**src/rtl/ev_regs_pkg.sv**
```systemverilog
package ev_regs_pkg;

  typedef enum logic [3:0] {
    K_NONE,
    K_CAPLO,
    K_CAPHI,
    K_CFG,
    K_CFGHI,
    K_STAT,
    K_CNTLO,
    K_CNTHI,
    K_CHAN,
    K_CHCAP
  } reg_kind_e;

  typedef struct packed {
    reg_kind_e  kind;
    logic [4:0] idx;
    logic [2:0] sel;
  } dec_t;

  // word offsets (byte address >> 2) of the global registers
  localparam logic [5:0] W_CAPLO = 6'h00;
  localparam logic [5:0] W_CAPHI = 6'h01;
  localparam logic [5:0] W_CFG   = 6'h04;
  localparam logic [5:0] W_CFGHI = 6'h05;
  localparam logic [5:0] W_STAT  = 6'h08;
  localparam logic [5:0] W_CNTLO = 6'h3C;
  localparam logic [5:0] W_CNTHI = 6'h3D;

  function automatic int clamp_ch(input int n);
    if (n < 3) return 3;
    if (n > 32) return 32;
    return n;
  endfunction

endpackage

```
**src/rtl/ev_addr_decode.sv**
```systemverilog
module ev_addr_decode
  import ev_regs_pkg::*;
#(
  parameter int NCH_EFF = 3
) (
  input  logic [9:0] addr,
  output dec_t       dec
);
  logic [4:0] bank_idx;
  logic       in_range;

  assign bank_idx = addr[9:5] - 5'd8;
  assign in_range = ({1'b0, bank_idx} < 6'(NCH_EFF));

  always_comb begin
    dec.kind = K_NONE;
    dec.idx  = bank_idx;
    dec.sel  = addr[4:2];
    if (addr[9:8] != 2'b00) begin
      if (in_range) begin
        unique case (addr[4:2])
          3'd1:       dec.kind = K_CHCAP;
          3'd6, 3'd7: dec.kind = K_NONE;
          default:    dec.kind = K_CHAN;
        endcase
      end
    end else begin
      unique case (addr[7:2])
        W_CAPLO: dec.kind = K_CAPLO;
        W_CAPHI: dec.kind = K_CAPHI;
        W_CFG:   dec.kind = K_CFG;
        W_CFGHI: dec.kind = K_CFGHI;
        W_STAT:  dec.kind = K_STAT;
        W_CNTLO: dec.kind = K_CNTLO;
        W_CNTHI: dec.kind = K_CNTHI;
        default: dec.kind = K_NONE;
      endcase
    end
  end
endmodule

```
**src/rtl/ev_main_counter.sv**
```systemverilog
module ev_main_counter #(
  parameter int HALF = 32,
  localparam int W = 2 * HALF
) (
  input  logic            clk,
  input  logic            rst,
  input  logic            en,
  input  logic            wr_lo,
  input  logic            wr_hi,
  input  logic [HALF-1:0] wdata,
  output logic [W-1:0]    count
);
  always_ff @(posedge clk) begin
    if (rst) begin
      count <= '0;
    end else if (en) begin
      count <= count + 1'b1;
    end else if (wr_lo) begin
      count[HALF-1:0] <= wdata;
    end else if (wr_hi) begin
      count[W-1:HALF] <= wdata;
    end
  end

  assert_count_step_R3: assert property (@(posedge clk) disable iff (rst)
    en |=> (count == $past(count) + 1'b1));

  assert_count_hold_R4: assert property (@(posedge clk) disable iff (rst)
    (!en && !wr_lo && !wr_hi) |=> $stable(count));

  assert_half_load_R4: assert property (@(posedge clk) disable iff (rst)
    (!en && wr_lo) |=> (count[W-1:HALF] == $past(count[W-1:HALF])));
endmodule

```
**src/rtl/ev_global_cfg.sv**
```systemverilog
module ev_global_cfg (
  input  logic        clk,
  input  logic        rst,
  input  logic        wr,
  input  logic [31:0] wdata,
  output logic        enable,
  output logic        legacy,
  output logic        arm,
  output logic        disarm
);
  always_ff @(posedge clk) begin
    if (rst) begin
      enable <= 1'b0;
      legacy <= 1'b0;
      arm    <= 1'b0;
      disarm <= 1'b0;
    end else begin
      arm    <= wr && !enable && wdata[0];
      disarm <= wr && enable && !wdata[0];
      if (wr) begin
        enable <= wdata[0];
        legacy <= wdata[1];
      end
    end
  end

  assert_pulse_excl_R5: assert property (@(posedge clk) disable iff (rst)
    !(arm && disarm));

  assert_arm_rise_R5: assert property (@(posedge clk) disable iff (rst)
    arm |-> (enable && !$past(enable)));

  assert_disarm_fall_R5: assert property (@(posedge clk) disable iff (rst)
    disarm |-> (!enable && $past(enable)));
endmodule

```
**src/rtl/evt_regfile.sv**
```systemverilog
module evt_regfile
  import ev_regs_pkg::*;
#(
  parameter int          NUM_CH   = 4,
  parameter logic [7:0]  REV      = 8'h01,
  parameter logic [15:0] VENDOR   = 16'hA5C3,
  parameter logic [31:0] TICK_FS  = 32'd10_000_000
) (
  input  logic        clk,
  input  logic        rst,
  input  logic        req_valid,
  output logic        req_ready,
  input  logic        req_write,
  input  logic [9:0]  req_addr,
  input  logic [31:0] req_wdata,
  output logic        rsp_valid,
  output logic [31:0] rsp_rdata,
  output logic        ch_wr_valid,
  input  logic        ch_wr_ready,
  output logic [4:0]  ch_idx,
  output logic [2:0]  ch_sel,
  output logic [31:0] ch_wdata,
  input  logic [31:0] ch_rdata,
  input  logic [31:0] ch_status,
  output logic [31:0] status_clr,
  output logic [63:0] main_count,
  output logic        cfg_enable,
  output logic        cfg_legacy,
  output logic        arm_pulse,
  output logic        disarm_pulse
);
  localparam int NCH_EFF = clamp_ch(NUM_CH);
  localparam logic [4:0]  NCH_M1 = 5'(NCH_EFF - 1);
  localparam logic [31:0] CAP_LO = {VENDOR, 1'b1, 1'b0, 1'b1, NCH_M1, REV};

  dec_t        dec;
  logic        acc, wr_acc, rd_acc;
  logic [31:0] ch_mask;
  logic [31:0] rmux;

  genvar g;
  generate
    for (g = 0; g < 32; g++) begin : g_mask
      if (g < NCH_EFF) begin : g_on
        assign ch_mask[g] = 1'b1;
      end else begin : g_off
        assign ch_mask[g] = 1'b0;
      end
    end
  endgenerate

  ev_addr_decode #(.NCH_EFF(NCH_EFF)) u_dec (
    .addr (req_addr),
    .dec  (dec)
  );

  assign ch_wr_valid = req_valid && req_write && (dec.kind == K_CHAN);
  assign ch_idx      = dec.idx;
  assign ch_sel      = dec.sel;
  assign ch_wdata    = req_wdata;
  assign req_ready   = !(ch_wr_valid && !ch_wr_ready);
  assign acc         = req_valid && req_ready;
  assign wr_acc      = acc && req_write;
  assign rd_acc      = acc && !req_write;

  ev_global_cfg u_cfg (
    .clk    (clk),
    .rst    (rst),
    .wr     (wr_acc && (dec.kind == K_CFG)),
    .wdata  (req_wdata),
    .enable (cfg_enable),
    .legacy (cfg_legacy),
    .arm    (arm_pulse),
    .disarm (disarm_pulse)
  );

  ev_main_counter #(.HALF(32)) u_cnt (
    .clk   (clk),
    .rst   (rst),
    .en    (cfg_enable),
    .wr_lo (wr_acc && !cfg_enable && (dec.kind == K_CNTLO)),
    .wr_hi (wr_acc && !cfg_enable && (dec.kind == K_CNTHI)),
    .wdata (req_wdata),
    .count (main_count)
  );

  always_comb begin
    unique case (dec.kind)
      K_CAPLO:         rmux = CAP_LO;
      K_CAPHI:         rmux = TICK_FS;
      K_CFG:           rmux = {30'd0, cfg_legacy, cfg_enable};
      K_STAT:          rmux = ch_status & ch_mask;
      K_CNTLO:         rmux = main_count[31:0];
      K_CNTHI:         rmux = main_count[63:32];
      K_CHAN, K_CHCAP: rmux = ch_rdata;
      default:         rmux = 32'd0;
    endcase
  end

  always_ff @(posedge clk) begin
    if (rst) begin
      rsp_valid  <= 1'b0;
      rsp_rdata  <= 32'd0;
      status_clr <= 32'd0;
    end else begin
      rsp_valid  <= rd_acc;
      if (rd_acc) rsp_rdata <= rmux;
      status_clr <= (wr_acc && (dec.kind == K_STAT)) ? (req_wdata & ch_mask) : 32'd0;
    end
  end

  assert_rsp_follows_read_R9: assert property (@(posedge clk) disable iff (rst)
    rsp_valid |-> $past(req_valid && req_ready && !req_write));

  assert_stall_only_chan_R9: assert property (@(posedge clk) disable iff (rst)
    !req_ready |-> (req_valid && req_write && !ch_wr_ready));

  assert_strobe_in_range_R8: assert property (@(posedge clk) disable iff (rst)
    ch_wr_valid |-> ({1'b0, ch_idx} < 6'(NCH_EFF) && ch_sel != 3'd1 && ch_sel < 3'd6));

  assert_clr_masked_R6: assert property (@(posedge clk) disable iff (rst)
    (status_clr & ~ch_mask) == 32'd0);
endmodule

```
**config.mk**
```make
export PLATFORM = sky130hd
export DESIGN_NAME = evt_regfile
export DESIGN_NICKNAME = d
export VERILOG_FILES = /design/src/rtl/ev_regs_pkg.sv /design/src/rtl/ev_addr_decode.sv /design/src/rtl/ev_main_counter.sv /design/src/rtl/ev_global_cfg.sv /design/src/rtl/evt_regfile.sv
export SDC_FILE = /design/constraint.sdc
export NUM_CORES = 1
export LEC_CHECK = 0
export BUFFER_PORTS_ARGS = -buffer_cell sky130_fd_sc_hd__buf_2
export CAP_MARGIN = 10
export CORE_UTILIZATION = 40
export DETAILED_ROUTE_END_ITERATION = 7
export MAX_ROUTING_LAYER = met4
export PLACE_DENSITY = 0.67
export REMOVE_ABC_BUFFERS = 1
export SETUP_SLACK_MARGIN = 0.1
export SYNTH_ARGS = -nofsm -noshare
export SYNTH_HDL_FRONTEND = slang
export SYNTH_SLANG_ARGS = --single-unit
```
**constraint.sdc**
```tcl
create_clock -name clk -period 3.4 [get_ports clk]
set_input_delay 0.34 -clock clk [delete_from_list [all_inputs] [get_ports clk]]
set_output_delay 0.34 -clock clk [all_outputs]
set_load 0.02 [all_outputs]
```
==> results of run 1 <==
sequential cells by signal, summed over array words and instances, names as in the netlist:
| signal | count |
|---|---|
| rsp_rdata | 32 |
| rsp_valid | 1 |
| status_clr | 4 |
| u_cfg.arm | 1 |
| u_cfg.disarm | 1 |
| u_cfg.enable | 1 |
| u_cfg.legacy | 1 |
| u_cnt.count | 64 |
Yosys cell counts (all sizes together), types with 22 or more instances:
master	n
a21oi	43
a211oi	53
nor2b	22
nor3	29
dfxtp	105
xnor2	23
nand2	75
buf	78
a222oi	22
nor2	62
nand3	24
clkbuf	44
cells by family after synthesis:
| group | synth area share, % |
|---|---|
| adder cells (fa/ha/maj) | 0.728 |
| AND/OR/NAND/NOR | 26.3 |
| buffers and inverters | 11.9 |
| multiplexers | 2.85 |
| AO/OA/AOI/OAI | 22.4 |
| other | 0.0574 |
| flip-flops | 32.2 |
| XOR/XNOR | 3.62 |
cells in the final DEF (no fill, tap or decap), types with 6 or more instances in the layout:
cell type	netlist	layout
clkbuf_16	0	9
and3_1	18	18
or3_1	14	14
a222oi_1	22	22
buf_4	66	27
nor4_1	15	15
inv_1	16	16
a22oi_1	9	9
conb_1	1	28
dfxtp_1	105	104
a21oi_1	43	42
and2_1	6	6
and4_1	6	6
a211oi_1	53	53
a311oi_1	21	21
a31oi_1	12	12
nor2b_1	22	21
nor3b_1	6	6
nand3_1	24	24
nor2_1	62	61
nand4_1	20	20
o21ai_0	13	13
xnor2_1	23	23
mux2i_1	13	13
nor3_1	28	27
buf_2	7	227
nand2_1	75	75
final timing paths:
path	start	to	slack, ns	depth (start not counted)
min reg2reg	rsp_rdata[4]	rsp_rdata[4]	0.45	2
max reg2reg	u_cnt.count[20]	u_cnt.count[62]	0.61	6
min	req_wdata[2]	status_clr[2]	0.23	2
max	u_cnt.count[20]	u_cnt.count[62]	0.61	6
worst max-delay path, delay by kind of cell (launching register included):
kind            cells  cell delay (ns)
xor+xnor            1             0.12
compound gates      1             0.24
flops               1             0.49
simple gates        4             1.85
per-layer routing:
metal / global-route usage [%] / up-vias / share of wire, %
li1: - / 3318 / -
met1: 37.0 / 3238 / 45
met2: 43.7 / 317 / 46
met3: 3.85 / 41 / 6.9
met4: 9.78 / 0 / 2.4
met5: - / - / 0
cell type report:
type                            instances  area, sq um
Fill cell                            1630         8030
Multi-Input combinational cell        604         3780
Sequential cell                       105         2100
Timing Repair Buffer                  254         1340
Tap cell                              216          270
Clock buffer                            9          225
Clock inverter                          7         71.3
Inverter                               17         63.8
power by group through the flow:
stage	clock, mW	combinational, mW	sequential [mW]
4_1_cts	1.09	0.281	1.24
2_1_floorplan	0	0.0875	1.28
5_1_grt	1.14	0.304	1.24
6_report	1.08	0.283	1.24
3_5_place_dp	0	0.280	1.27
3_3_place_gp	0	0.280	1.27
through the flow:
step	utilization, %	hold slack, ns	worst slack [ns]	TNS (ns)
after floorplan	-	0.409	-0.417	-12.11
after global placement	47.6	0.440	0.554	0
after detailed placement	47.6	0.444	0.530	0
after CTS	49.4	0.224	0.620	0
after global routing	49.4	0.244	0.410	0
final	49.4	0.226	0.613	0
==> impl_metrics.ini, run 1 <==
[synth]
ys_top_cells_by_area = dfxtp_1 32%, buf_4 7.6%, a211oi_1 6.1%
yosysTopAreaCellShare_pct = 32.2
yosysSeqAreaShare_pct = 32.2
synthCells = 821
synth_ff_type = dfxtp_1
ys_types = 64
ys_ff_latch = 105
ys.warnings.count = 0
syn_area_per_cell_sq_um = 7.95
synth-edff-count = 0
yosysTopAreaCell = dfxtp_1
syn_area_sq_um = 6530
async_reset_ff_share_pct = 0

[placement]
dpl_cell_area_sq_um = 7560
numPortBuffers = 227
gp_congestion = 0.897
dp_cells = 1196
dp_hpwl_um = 16400

[floorplan]
die_h_um = 130
floorplan.initialDensity_pct = 41.1
die_area_sq_um = 16800
die_w_um = 130
num_rows = 46
io_pins = 286
core-area_sq_um = 15900

[setup_path]
cp_slowest_stage_delay_ns = 0.68
worstPathCellList = nand4_1 > nor3b_1 > nand4_2 > nor4_1 > xnor2_1 > a211oi_1
crit_type = reg -> reg
critPathRequiredTime_ns = 3.68
critPathSlowestCell = nor3b_1
worst-path-max-fanout = 9
cp-end-kind = register
cp.arrival_ns = 3.06
cp-start-kind = register

[pwr]
leakage_nw = 3.11
intPower_mw = 1.89
p_clk_share_pct = 41.5
power_mw = 2.60
peakVddDrop_mv = 0.240
p_sw_mw = 0.710
p_per_area_nw_per_um2 = 332
seqPwrFrac_pct = 47.6
p_comb_share_pct = 10.9
sw_frac_of_total_pct = 27.3

[clock_tree]
cts-htree-levels = 3
clk_latency_ns = 0.37
numCtsBuffers = 9
clock_path_buffers = 2
cts_tree = yes
hold_buffers = 0
path_clk_slew_ns = 0.08
root_buffer = clkbuf_16
post_cts_buffers = 0
cts_resized = 0
cts.sinks = 105

[timing]
fin_worst_skew_ns = 0.00916
fin_crit_ns = 2.79
hold_viol_final = 0
slew_viol_final = 0
max_freq_ghz = 0.359
worst_slew_pin_slew_ns = 1.25
setup_violations = 0
timing.final.crit_share_pct = 82.0
maxSlewHeadroom_pct = 16.6
rsz0062_at_grt = false

[finish]
drive_gt1_share_pct = 29.2
antenna_cells = 0
syn2layout_area_growth_pct = 20.3
fin_nets = 1105
fin_area_sq_um = 7850
fin_cells = 1212

[drt]
finalWirelength_um = 22900
ant_nets = 0
drt_iter0_markers = 593
wire_per_inst_um = 18.9
remaining_drc_errors = 0
vias = 6914
vias_per_cell = 5.70
drt_first_pass_iters = 6

[global_route]
grt_pass1_vias = 6097
track_usage_pct = 28.0
grt_pass1_wl_um = 34400
overflow = 0
grt_start_max_net_pins = 53
antenna_found_initial = 0

[min_path]
hold_class = in -> reg

[run]
drv_cap = 0

[outcome]
status = completed
Power figures use the tool's default switching activity.
==> run 2, diff against run 1 <==
==> constraint.sdc (replaced) <==
create_clock -name clk -period 2.8 [get_ports clk]
set_input_delay 0.28 -clock clk [delete_from_list [all_inputs] [get_ports clk]]
set_output_delay 0.28 -clock clk [all_outputs]
set_load 0.02 [all_outputs]
==> impl_metrics.ini, run 2 (synthesized netlist as in run 1, its figures left out) <==
[global_route]
grt_pass1_wl_um = 34600
grt_pass1_vias = 5994
grt_start_max_net_pins = 53
track_usage_pct = 28.1
overflow = 0
antenna_found_initial = 0

[timing]
rsz0062_at_grt = true
worst_slew_pin_slew_ns = 0.572
fin_worst_skew_ns = 0.00863
setup_violations = 0
max_freq_ghz = 0.409
slew_viol_final = 0
fin_crit_ns = 2.45
hold_viol_final = 0
maxSlewHeadroom_pct = 61.5
timing.final.crit_share_pct = 87.4
hold_ws_ns = 0.187

[setup_path]
crit_type = reg -> reg
worst-path-max-fanout = 7
cp-end-kind = register
cp-start-kind = register
critPathRequiredTime_ns = 3.08
cp.arrival_ns = 2.72

[finish]
biggestRegsByFlops = u_cnt.count: 64 flops, rsp_rdata: 32 flops, status_clr: 4 flops
regMostFlops = u_cnt.count
final_common_cell = buf_2
syn2layout_area_growth_pct = 22.1
fin_nets = 1116
fin_area_sq_um = 7970
antenna_cells = 0
mostFrequentLayoutCells = 227 x buf_2, 104 x dfxtp_1, 75 x nand2_1, 61 x nor2_1, 53 x a211oi_1
largest_register_ffs = 64
drive_gt1_share_pct = 29.8
n_fill_cell = 1592

[min_path]
hold_class = in -> reg

[pwr]
p_comb_share_pct = 11.3
leakage_nw = 3.16
p_clk_share_pct = 40.0
peakVddDrop_mv = 0.279
sw_frac_of_total_pct = 26.7
p_sw_mw = 0.826
intPower_mw = 2.27
seqPwrFrac_pct = 48.7
p_per_area_nw_per_um2 = 388
power_mw = 3.09

[floorplan]
io_pins = 286
die_w_um = 130
die_area_sq_um = 16800
floorplan.initialDensity_pct = 41.1
core-area_sq_um = 15900
die_h_um = 130
num_rows = 46

[drt]
top_layer = met4
met1_length_um = 10300
ant_nets = 0
vias = 6959
drt_iter0_markers = 583
vias_per_cell = 5.69
remaining_drc_errors = 0
drt_first_pass_iters = 5
finalWirelength_um = 23200
wire_per_inst_um = 18.9
met3_length_um = 1660
route.met2.wl_um = 10800

[outcome]
status = completed

[clock_tree]
cts.sinks = 105
clock_path_buffers = 2
numCtsBuffers = 9
root_buffer = clkbuf_16
cts_tree = yes
cts-htree-levels = 3
clk_latency_ns = 0.36
path_clk_slew_ns = 0.07
hold_buffers = 0

[placement]
gp_congestion = 0.871
numPortBuffers = 227
dpl_cell_area_sq_um = 7680
dp_hpwl_um = 16700

[run]
drv_cap = 0
[run 2: what timing repair did]
action,CTS,global route
setup buffers,0,1
gates resized for setup,0,1
setup endpoints to repair,0,2
[run 2: path summary, 6_finish.rpt]
path	from	slack [ns]	cells after the start	end
max reg2reg	u_cnt.count[0]	0.35	7	u_cnt.count[62]
min reg2reg	rsp_rdata[30]	0.45	2	rsp_rdata[30]
max	u_cnt.count[0]	0.35	7	u_cnt.count[62]
min	req_wdata[2]	0.19	2	status_clr[2]
[run 2: layer usage]
metal / vias to the layer above / GRT usage [%]
met5: - / -
met4: 0 / 8.89
met3: 33 / 2.87
met2: 336 / 44.1
met1: 3243 / 38.0
li1: 3347 / -
[run 2: final cells by class]
| type | instances | area [sq um] | share of cell area, % |
|---|---|---|---|
| clock inverter | 2 | 12.5 | 0.157 |
| sequential | 105 | 2100 | 26.4 |
| clock buffer | 14 | 264 | 3.31 |
| timing repair buffer | 265 | 1470 | 18.5 |
| tap | 216 | 270 | 3.39 |
| multi-input combinational | 604 | 3790 | 47.5 |
| inverter | 17 | 63.8 | 0.800 |
[run 2: critical path, stage by stage, from the launching register on]
cell and delay [ns]:
dfxtp_1 0.47, ha_1 0.27, and3_1 0.21, and3_1 0.35, nand4_2 0.36, nor4_1 0.40, xnor2_1 0.10, a211oi_1 0.22
[run 2: power by group through the flow]
stage | Combinational [mW] | Sequential, mW | Clock [mW]
floorplan | 0.106 | 1.55 | 0
CTS | 0.350 | 1.51 | 1.24
finish | 0.351 | 1.51 | 1.24
detailed placement | 0.349 | 1.54 | 0
global route | 0.378 | 1.51 | 1.29
global placement | 0.348 | 1.54 | 0
[run 2: metrics by stage]
| stage | cells | util [%] | setup TNS (ns) | setup slack [ns] |
|---|---|---|---|---|
| after floorplan | 726 | - | -49.85 | -0.957 |
| after global placement | 1206 | 48.4 | 0 | 0.0886 |
| after detailed placement | 1206 | 48.4 | 0 | 0.0666 |
| after CTS | 1222 | 50.1 | 0 | 0.330 |
| after global routing | 1223 | 50.2 | 0 | 0.0804 |
| final | 1223 | 50.2 | 0 | 0.354 |
